--- src/rtl/irq_seq_pkg.sv ---
package irq_seq_pkg;
    typedef enum logic [1:0] {
        ST_IDLE        = 2'd0,
        ST_ASSERTING   = 2'd1,
        ST_ASSERTED    = 2'd2,
        ST_DEASSERTING = 2'd3
    } req_state_e;

    localparam int SRC_DMA = 0;
    localparam int SRC_CAN = 1;
    localparam int SRC_ERR = 2;
endpackage

--- src/rtl/irq_status_bank.sv ---
module irq_status_bank #(
    parameter int NUM_SRC = 3
) (
    input  logic               clk,
    input  logic               rst_n,
    input  logic [NUM_SRC-1:0] evt_pulse,
    input  logic               clr_we,
    input  logic [NUM_SRC-1:0] clr_data,
    output logic [NUM_SRC-1:0] status
);
    for (genvar i = 0; i < NUM_SRC; i++) begin : g_bit
        always_ff @(posedge clk) begin
            if (!rst_n)
                status[i] <= 1'b0;
            else if (evt_pulse[i])
                status[i] <= 1'b1;          // event wins over a same-cycle clear
            else if (clr_we && clr_data[i])
                status[i] <= 1'b0;
        end
    end

    // every pulsed bit is set on the next cycle
    assert_event_sets_R1: assert property (@(posedge clk) disable iff (!rst_n)
        (evt_pulse != '0) |=> ((status & $past(evt_pulse)) == $past(evt_pulse)));

    // without a clear write no set bit goes away
    assert_sticky_R2: assert property (@(posedge clk) disable iff (!rst_n)
        !clr_we |=> ((status & $past(status)) == $past(status)));
endmodule

--- src/rtl/irq_pending_gate.sv ---
module irq_pending_gate #(
    parameter int NUM_SRC = 3
) (
    input  logic [NUM_SRC-1:0] status,
    input  logic [NUM_SRC-1:0] irq_enable,
    output logic               pend
);
    always_comb pend = |(status & irq_enable);
endmodule

--- src/rtl/irq_req_fsm.sv ---
module irq_req_fsm
    import irq_seq_pkg::*;
(
    input  logic clk,
    input  logic rst_n,
    input  logic pend,
    input  logic int_ack,
    output logic int_req
);
    req_state_e state_q, state_d;

    always_comb begin
        state_d = state_q;
        unique case (state_q)
            ST_IDLE:        if (pend && !int_ack) state_d = ST_ASSERTING;
            ST_ASSERTING:   if (int_ack)          state_d = ST_ASSERTED;
            ST_ASSERTED:    if (!pend)            state_d = ST_DEASSERTING;
            ST_DEASSERTING: if (!int_ack)         state_d = ST_IDLE;
            default:                              state_d = ST_IDLE;
        endcase
    end

    always_ff @(posedge clk) begin
        if (!rst_n) state_q <= ST_IDLE;
        else        state_q <= state_d;
    end

    always_comb begin
        unique case (state_q)
            ST_ASSERTING, ST_ASSERTED: int_req = 1'b1;
            default:                   int_req = 1'b0;
        endcase
    end

    // a rising request is only allowed after the acknowledge was low
    assert_rise_after_ack_low_R7: assert property (@(posedge clk) disable iff (!rst_n)
        $rose(int_req) |-> !$past(int_ack));

    // an unacknowledged assert is held
    assert_hold_until_ack_R5: assert property (@(posedge clk) disable iff (!rst_n)
        (state_q == ST_ASSERTING && !int_ack) |=> int_req);

    // losing all enabled causes drops the request next cycle
    assert_drop_when_clear_R6: assert property (@(posedge clk) disable iff (!rst_n)
        (state_q == ST_ASSERTED && !pend) |=> !int_req);

    // pending work at the end of the hold-off leads to a new request
    assert_pending_raises_R8: assert property (@(posedge clk) disable iff (!rst_n)
        (state_q == ST_IDLE && pend && !int_ack) |=> int_req);
endmodule

--- src/rtl/irq_handshake_seq.sv ---
module irq_handshake_seq #(
    parameter int NUM_SRC = 3
) (
    input  logic               clk,
    input  logic               rst_n,
    input  logic [NUM_SRC-1:0] evt_pulse,
    input  logic [NUM_SRC-1:0] irq_enable,
    input  logic               clr_we,
    input  logic [NUM_SRC-1:0] clr_data,
    input  logic               int_ack,
    output logic               int_req,
    output logic [NUM_SRC-1:0] status
);
    logic pend;

    irq_status_bank #(.NUM_SRC(NUM_SRC)) u_status (
        .clk       (clk),
        .rst_n     (rst_n),
        .evt_pulse (evt_pulse),
        .clr_we    (clr_we),
        .clr_data  (clr_data),
        .status    (status)
    );

    irq_pending_gate #(.NUM_SRC(NUM_SRC)) u_gate (
        .status     (status),
        .irq_enable (irq_enable),
        .pend       (pend)
    );

    irq_req_fsm u_fsm (
        .clk     (clk),
        .rst_n   (rst_n),
        .pend    (pend),
        .int_ack (int_ack),
        .int_req (int_req)
    );

    // clean state right after reset
    assert_reset_clean_R10: assert property (@(posedge clk)
        !rst_n |=> (status == '0 && !int_req));
endmodule

--- config.mk ---
export PLATFORM = sky130hd
export DESIGN_NAME = irq_handshake_seq
export DESIGN_NICKNAME = d
export VERILOG_FILES = /design/src/rtl/irq_seq_pkg.sv /design/src/rtl/irq_status_bank.sv /design/src/rtl/irq_pending_gate.sv /design/src/rtl/irq_req_fsm.sv /design/src/rtl/irq_handshake_seq.sv
export SDC_FILE = /design/constraint.sdc
export NUM_CORES = 1
export LEC_CHECK = 0
export BUFFER_PORTS_ARGS = -buffer_cell sky130_fd_sc_hd__buf_2
export CAP_MARGIN = 10
export CORE_AREA = 2 2 39 41
export DETAILED_ROUTE_END_ITERATION = 10
export DIE_AREA = 0 0 41 43
export PLACE_DENSITY = 0.55
export SKIP_CTS_REPAIR_TIMING = 1
export SLEW_MARGIN = 20
export SYNTH_ARGS = -nofsm -noshare
export SYNTH_HDL_FRONTEND = slang
export SYNTH_SLANG_ARGS = --single-unit
--- constraint.sdc ---
create_clock -name clk -period 4.7 [get_ports clk]
set_input_delay 0.235 -clock clk [delete_from_list [all_inputs] [get_ports clk]]
set_output_delay 0.235 -clock clk [all_outputs]
set_load 0.02 [all_outputs]
# == Word-level counts from Yosys, hierarchy flattened ==
# Cells that the tools add are included.
# classes
eq_ne,7
muxes,12
n_bitwise,1
reduce_logical,12
# ops
op,count
2-to-1 mux 2 bit,4
one-hot mux 2 bit (4 select lines),1
2-to-1 mux 1 bit,7
!= test 2 bit (second input constant),3
nonzero test 2 bit,3
== test 2 bit (second input constant),2
logical AND 1 bit,4
AND reduction 4 bit,1
AND 3 bit,1
OR reduction 3 bit,1
== test 2 x 1 -> 1 bit (second input constant),1
logical NOT 2 bit,1
!= test 2 x 1 -> 1 bit (second input constant),1
OR reduction 2 bit,1
logical NOT 1 bit,1
# totals
reg_bits,5
input_bits,13
output_inout_bits,4
wordCells,36

# == Depth between registers and ports, before layout ==
# logic_depth
depth_word,5
mapped_depth,6
depth_no_buf,6

# == Cells and area by module ==
# Synthesis repeated with hierarchy kept, for this count alone.
# hier_totals
hier_cells,33
area_unflattened_um2,295.3
# modules_own_cells
mod,n_inst,cells_each,area_per_inst_um2
irq_req_fsm,1,19,176.4
irq_status_bank,1,12,105.1
irq_pending_gate,1,2,13.8

# == Least setup slack after synthesis ==
# Ideal clock, no wire load.
# synth_path
path_type,reg2reg
from,reg u_fsm.state_q[0]
to,reg u_fsm.state_q[0]
setup_ps,72
t_arrival_ps,1433
required_ps,4628
path_slack_ps,3196
stages_incl_launch_ff,6
path_buffers,0
synth_period_minus_slack_ps,1504
path_cell_list,dfxtp_1 -> inv_1 -> ha_1 -> or4_1 -> o211ai_2 -> mux2i_1
# synth_between
elab_chain_cells,3
# synth_lines
element,line,text
start: declaration,irq_req_fsm.sv:10,"req_state_e state_q, state_d;"
start signal: assignment,irq_req_fsm.sv:25,else state_q <= state_d;
== test 2 bit (tied with other cells),irq_req_fsm.sv:14,unique case (state_q)
!= test 2 bit (no source line) / != test 2 x 1 -> 1 bit (equally long branches),-,
AND reduction 4 bit (no source line),-,
# Several ways; a longest one is shown, not always the timed one.
# A chain may end at the register's enable or synchronous reset.

# == Final worst setup path ==
# Same ends and word-level chain as after synthesis.

==> metrics list <==
- Leading cell types by total area after synthesis: sky130_fd_sc_hd__dfxtp_1 (33%), sky130_fd_sc_hd__ha_1 (20%), sky130_fd_sc_hd__nand2_1 (8.6%)
- Data on the critical path is required at its endpoint by 4870 ps.
- P_sw: 0.06759 mW
* Final Setup Violations: 0
- Across the VDD grid, the largest voltage drop is 0.1135 mV.
- Start-to-end type of the worst setup path: reg -> reg
* Power share of the sequential group: 0.316
- The number of antenna violations at the first check in global routing is 0.
- For the final routed database, the setup TNS stands at 0 ps.
* Final count of pins violating max slew: 0
* Power per Cell Area: 423.6 nW/um2
- The hold violation count in the final report is 0.
- Averaged over all synthesized cells, the footprint is 8.723 um2.
* DIE WIDTH: 41 um
- The cell area that synthesis handed to floorplanning was 305.3 um2.
- Total congestion overflow after global routing: 0
- Design area: 431.7 um2
* Sequential cell area fraction in the yosys report: 0.3279
- The most used flip-flop cell after synthesis is sky130_fd_sc_hd__dfxtp_1.
- The synthesized design spends more area on one cell type than any other, namely sky130_fd_sc_hd__dfxtp_1.
* Vias: 296
- Fraction of final layout cells sized beyond drive strength 1: 0.3636
- The die is 43 um tall.
* Number of warnings reported in the yosys synthesis log: 0
- TritonCTS sink count: 5
* Async set-or-reset flop fraction in the synthesized netlist: 0
* Quantity of I/O buffers inserted on ports: 16
- Clock tree from TritonCTS: built
- The initial utilization of the core area, before any placement, comes to 0.2206.
* Core outline area: 1384 um2
- Count of boundary I/O pins: 17
* Internal power component: 0.1153 mW
- Of the available clock period, the critical path in the final layout requires 0.3405.
* Relative slew margins: 0.6950
* Number of buffers created by CTS: 3
- Post-synth top cells: sky130_fd_sc_hd__nand2_1 (7), sky130_fd_sc_hd__dfxtp_1 (5), sky130_fd_sc_hd__ha_1 (5), sky130_fd_sc_hd__inv_1 (4)
- Critical Path Slowest Stage Cell: sky130_fd_sc_hd__or4_1
* Die area: 1763 um2
- RSZ-0062 raised after global routing: no
- For this run, design rule violations remaining after detail routing come to 0.
- At the end of routability-driven placement, the weighted congestion stood at 0.6818.
- The number of global-route vias before repair came to 292.
* Run status: finished clean
- Via/cell ratio: 4.169
- Counting flops with a built-in enable in the synthesized netlist gives 0.
- Clock skew on the completed layout was measured at 9.723 ps.
* Iteration-0 DRC Markers: 5
- The worst setup path is captured at a flop.
- At the pin with the least slew margin, the transition time is 457.5 ps.
- In this run the remaining antenna-violating nets after routing total 0.
- Max Root-Sink Buffers: 2
- Top-area cell type share of the netlist area: 0.3279
- Total number of nets in the final design: 74
- Cell chosen for the clock root: sky130_fd_sc_hd__clkbuf_4
- The number of different library cells used by synthesis comes to 13.
- Type of origin of the critical path: flop
- In this run the worst path has a maximum fanout of 4.
- Synthesis produced 35 cells.
* Layout-stage area growth over the synthesis result: 41.39%
- Of the total power, combinational logic draws 0.406.
* Clock period minus final worst setup slack: 1600 ps
- After clock tree synthesis, the clock-pin slew on the worst setup and hold paths is 50 ps.
* Net count after synthesis: 53
- Dividing the detail-routed wire length by the instance count gives 8.831 um.
* Leak Pwr: 0.2083 nW
- Worst path bufs/invs: 1
* Max-cap check violation count: 0
- Sequence of cells on the critical path: inv_1, ha_1, or4_1, o211ai_2, mux2i_1
- The first TritonRoute pass finished after 5 iterations.
- 0 antenna diodes ended up in the layout.
- The initialized floorplan defines 14 standard-cell rows.
- Seq cells post-synth: 5
- For this run, the top clock speed supported by timing is 624.8 MHz.
- Final hold analysis gives a worst-case slack of 211.5 ps.
* Maximum number of pins on one net before global-route repair: 8
- Once placement finished, the instance area stood at 405.4 um2.
- For the worst setup path, the data arrival time is 1770 ps.
- Share of the core filled with cells: 0.3119
- Detailed placement finished with a half-perimeter wire length of 522.3 um.
* CP top delay family: simple AND/OR/NAND/NOR gates
- CTS built an H-tree with a depth of 1.
- Aggregate routed wire length: 627 um
* Total track usage: 0.08936
* Switch share: 0.3697
- Clock power share: 0.278
- Class of the tightest hold or removal check: in -> reg
* Top-count cell post-synth: sky130_fd_sc_hd__nand2_1
* Wire length of the first global-routing pass: 1062 um
- Delay of the slowest cell on the worst path: 520 ps
* Clock latency at the later pin of the worst-skew pair: 250 ps
[power by group through the flow]
| stage | Sequential [mW] | Combinational [mW] | Clock [mW] |
|---|---|---|---|
| 2_1_floorplan | 0.0591 | 0.0536 | 0 |
| 3_3_place_gp | 0.0583 | 0.0746 | 0 |
| 3_5_place_dp | 0.0584 | 0.0751 | 0 |
| 4_1_cts | 0.0578 | 0.0756 | 0.0526 |
| 5_1_grt | 0.0595 | 0.0848 | 0.0551 |
| 6_report | 0.0578 | 0.0742 | 0.0508 |
[final timing paths]
| kind | cells after the start | slack, ps | to | startpoint |
|---|---|---|---|---|
| hold reg to reg | 2 | 500 | u_fsm.state_q[0] | u_fsm.state_q[0] |
| setup reg to reg | 5 | 3100 | u_fsm.state_q[0] | u_fsm.state_q[0] |
| hold / removal | 3 | 210 | u_status.status[1] | evt_pulse[1] |
| setup / recovery | 5 | 3100 | u_fsm.state_q[0] | u_fsm.state_q[0] |
[stage by stage]
stage	instances	power (mW)	setup slack [ps]
after floorplan	35	0.1128	3196
after global placement	67	0.1328	3116
after detailed placement	67	0.1336	3100
after CTS	71	0.1859	3084
after global routing	71	0.1994	2974
final	71	0.1829	3100
[sequential cells by signal (all words and copies together) (netlist names)]
signal / cells
u_status.status: 3
u_fsm.state_q: 2
[worst register-to-register path, stage by stage, from the launching register on]
cell and delay (ps):
sky130_fd_sc_hd__dfxtp_1 370, sky130_fd_sc_hd__inv_1 90, sky130_fd_sc_hd__ha_1 230, sky130_fd_sc_hd__or4_1 520
sky130_fd_sc_hd__o211ai_2 120, sky130_fd_sc_hd__mux2i_1 200
[cell type report]
class / instances / area (um2)
flip-flops and latches: 5 / 100.1
repair buffers: 16 / 80.08
inverters: 4 / 15.01
multi-input cells: 26 / 190.2
well taps: 16 / 20.02
clock buffers: 4 / 26.28
fillers: 154 / 952.2
[cells by family after synthesis]
| group | after synthesis | synth area share |
|---|---|---|
| flip-flops | 5 | 0.3279 |
| buffers and inverters | 4 | 0.04917 |
| AO/OA/AOI/OAI | 7 | 0.1639 |
| adder cells (fa/ha/maj) | 5 | 0.2049 |
| AND/OR/NAND/NOR | 12 | 0.1885 |
| multiplexers | 2 | 0.06558 |
[routing by layer]
layer,global-route usage,wire [um],vias to the layer above
li1,-,-,159
met1,0.1125,281,131
met2,0.1188,301,6
met3,0.05236,45,0
met4,0.04000,0,0
met5,0,0,-
[placed cells by master (no fill, tap or decap)]
cell type / n
sky130_fd_sc_hd__inv_1: 4
sky130_fd_sc_hd__a21oi_1: 3
sky130_fd_sc_hd__dfxtp_1: 5
sky130_fd_sc_hd__a222oi_1: 1
sky130_fd_sc_hd__nor3_1: 1
sky130_fd_sc_hd__o211ai_1: 1
sky130_fd_sc_hd__o21ai_0: 1
sky130_fd_sc_hd__o211ai_2: 1
sky130_fd_sc_hd__clkbuf_1: 1
sky130_fd_sc_hd__or4_1: 1
sky130_fd_sc_hd__clkbuf_4: 3
sky130_fd_sc_hd__mux2i_1: 2
sky130_fd_sc_hd__nand2_1: 7
sky130_fd_sc_hd__nor2b_1: 3
sky130_fd_sc_hd__buf_2: 16
sky130_fd_sc_hd__ha_1: 5
No activity file was read; power rests on OpenSTA's default activity.
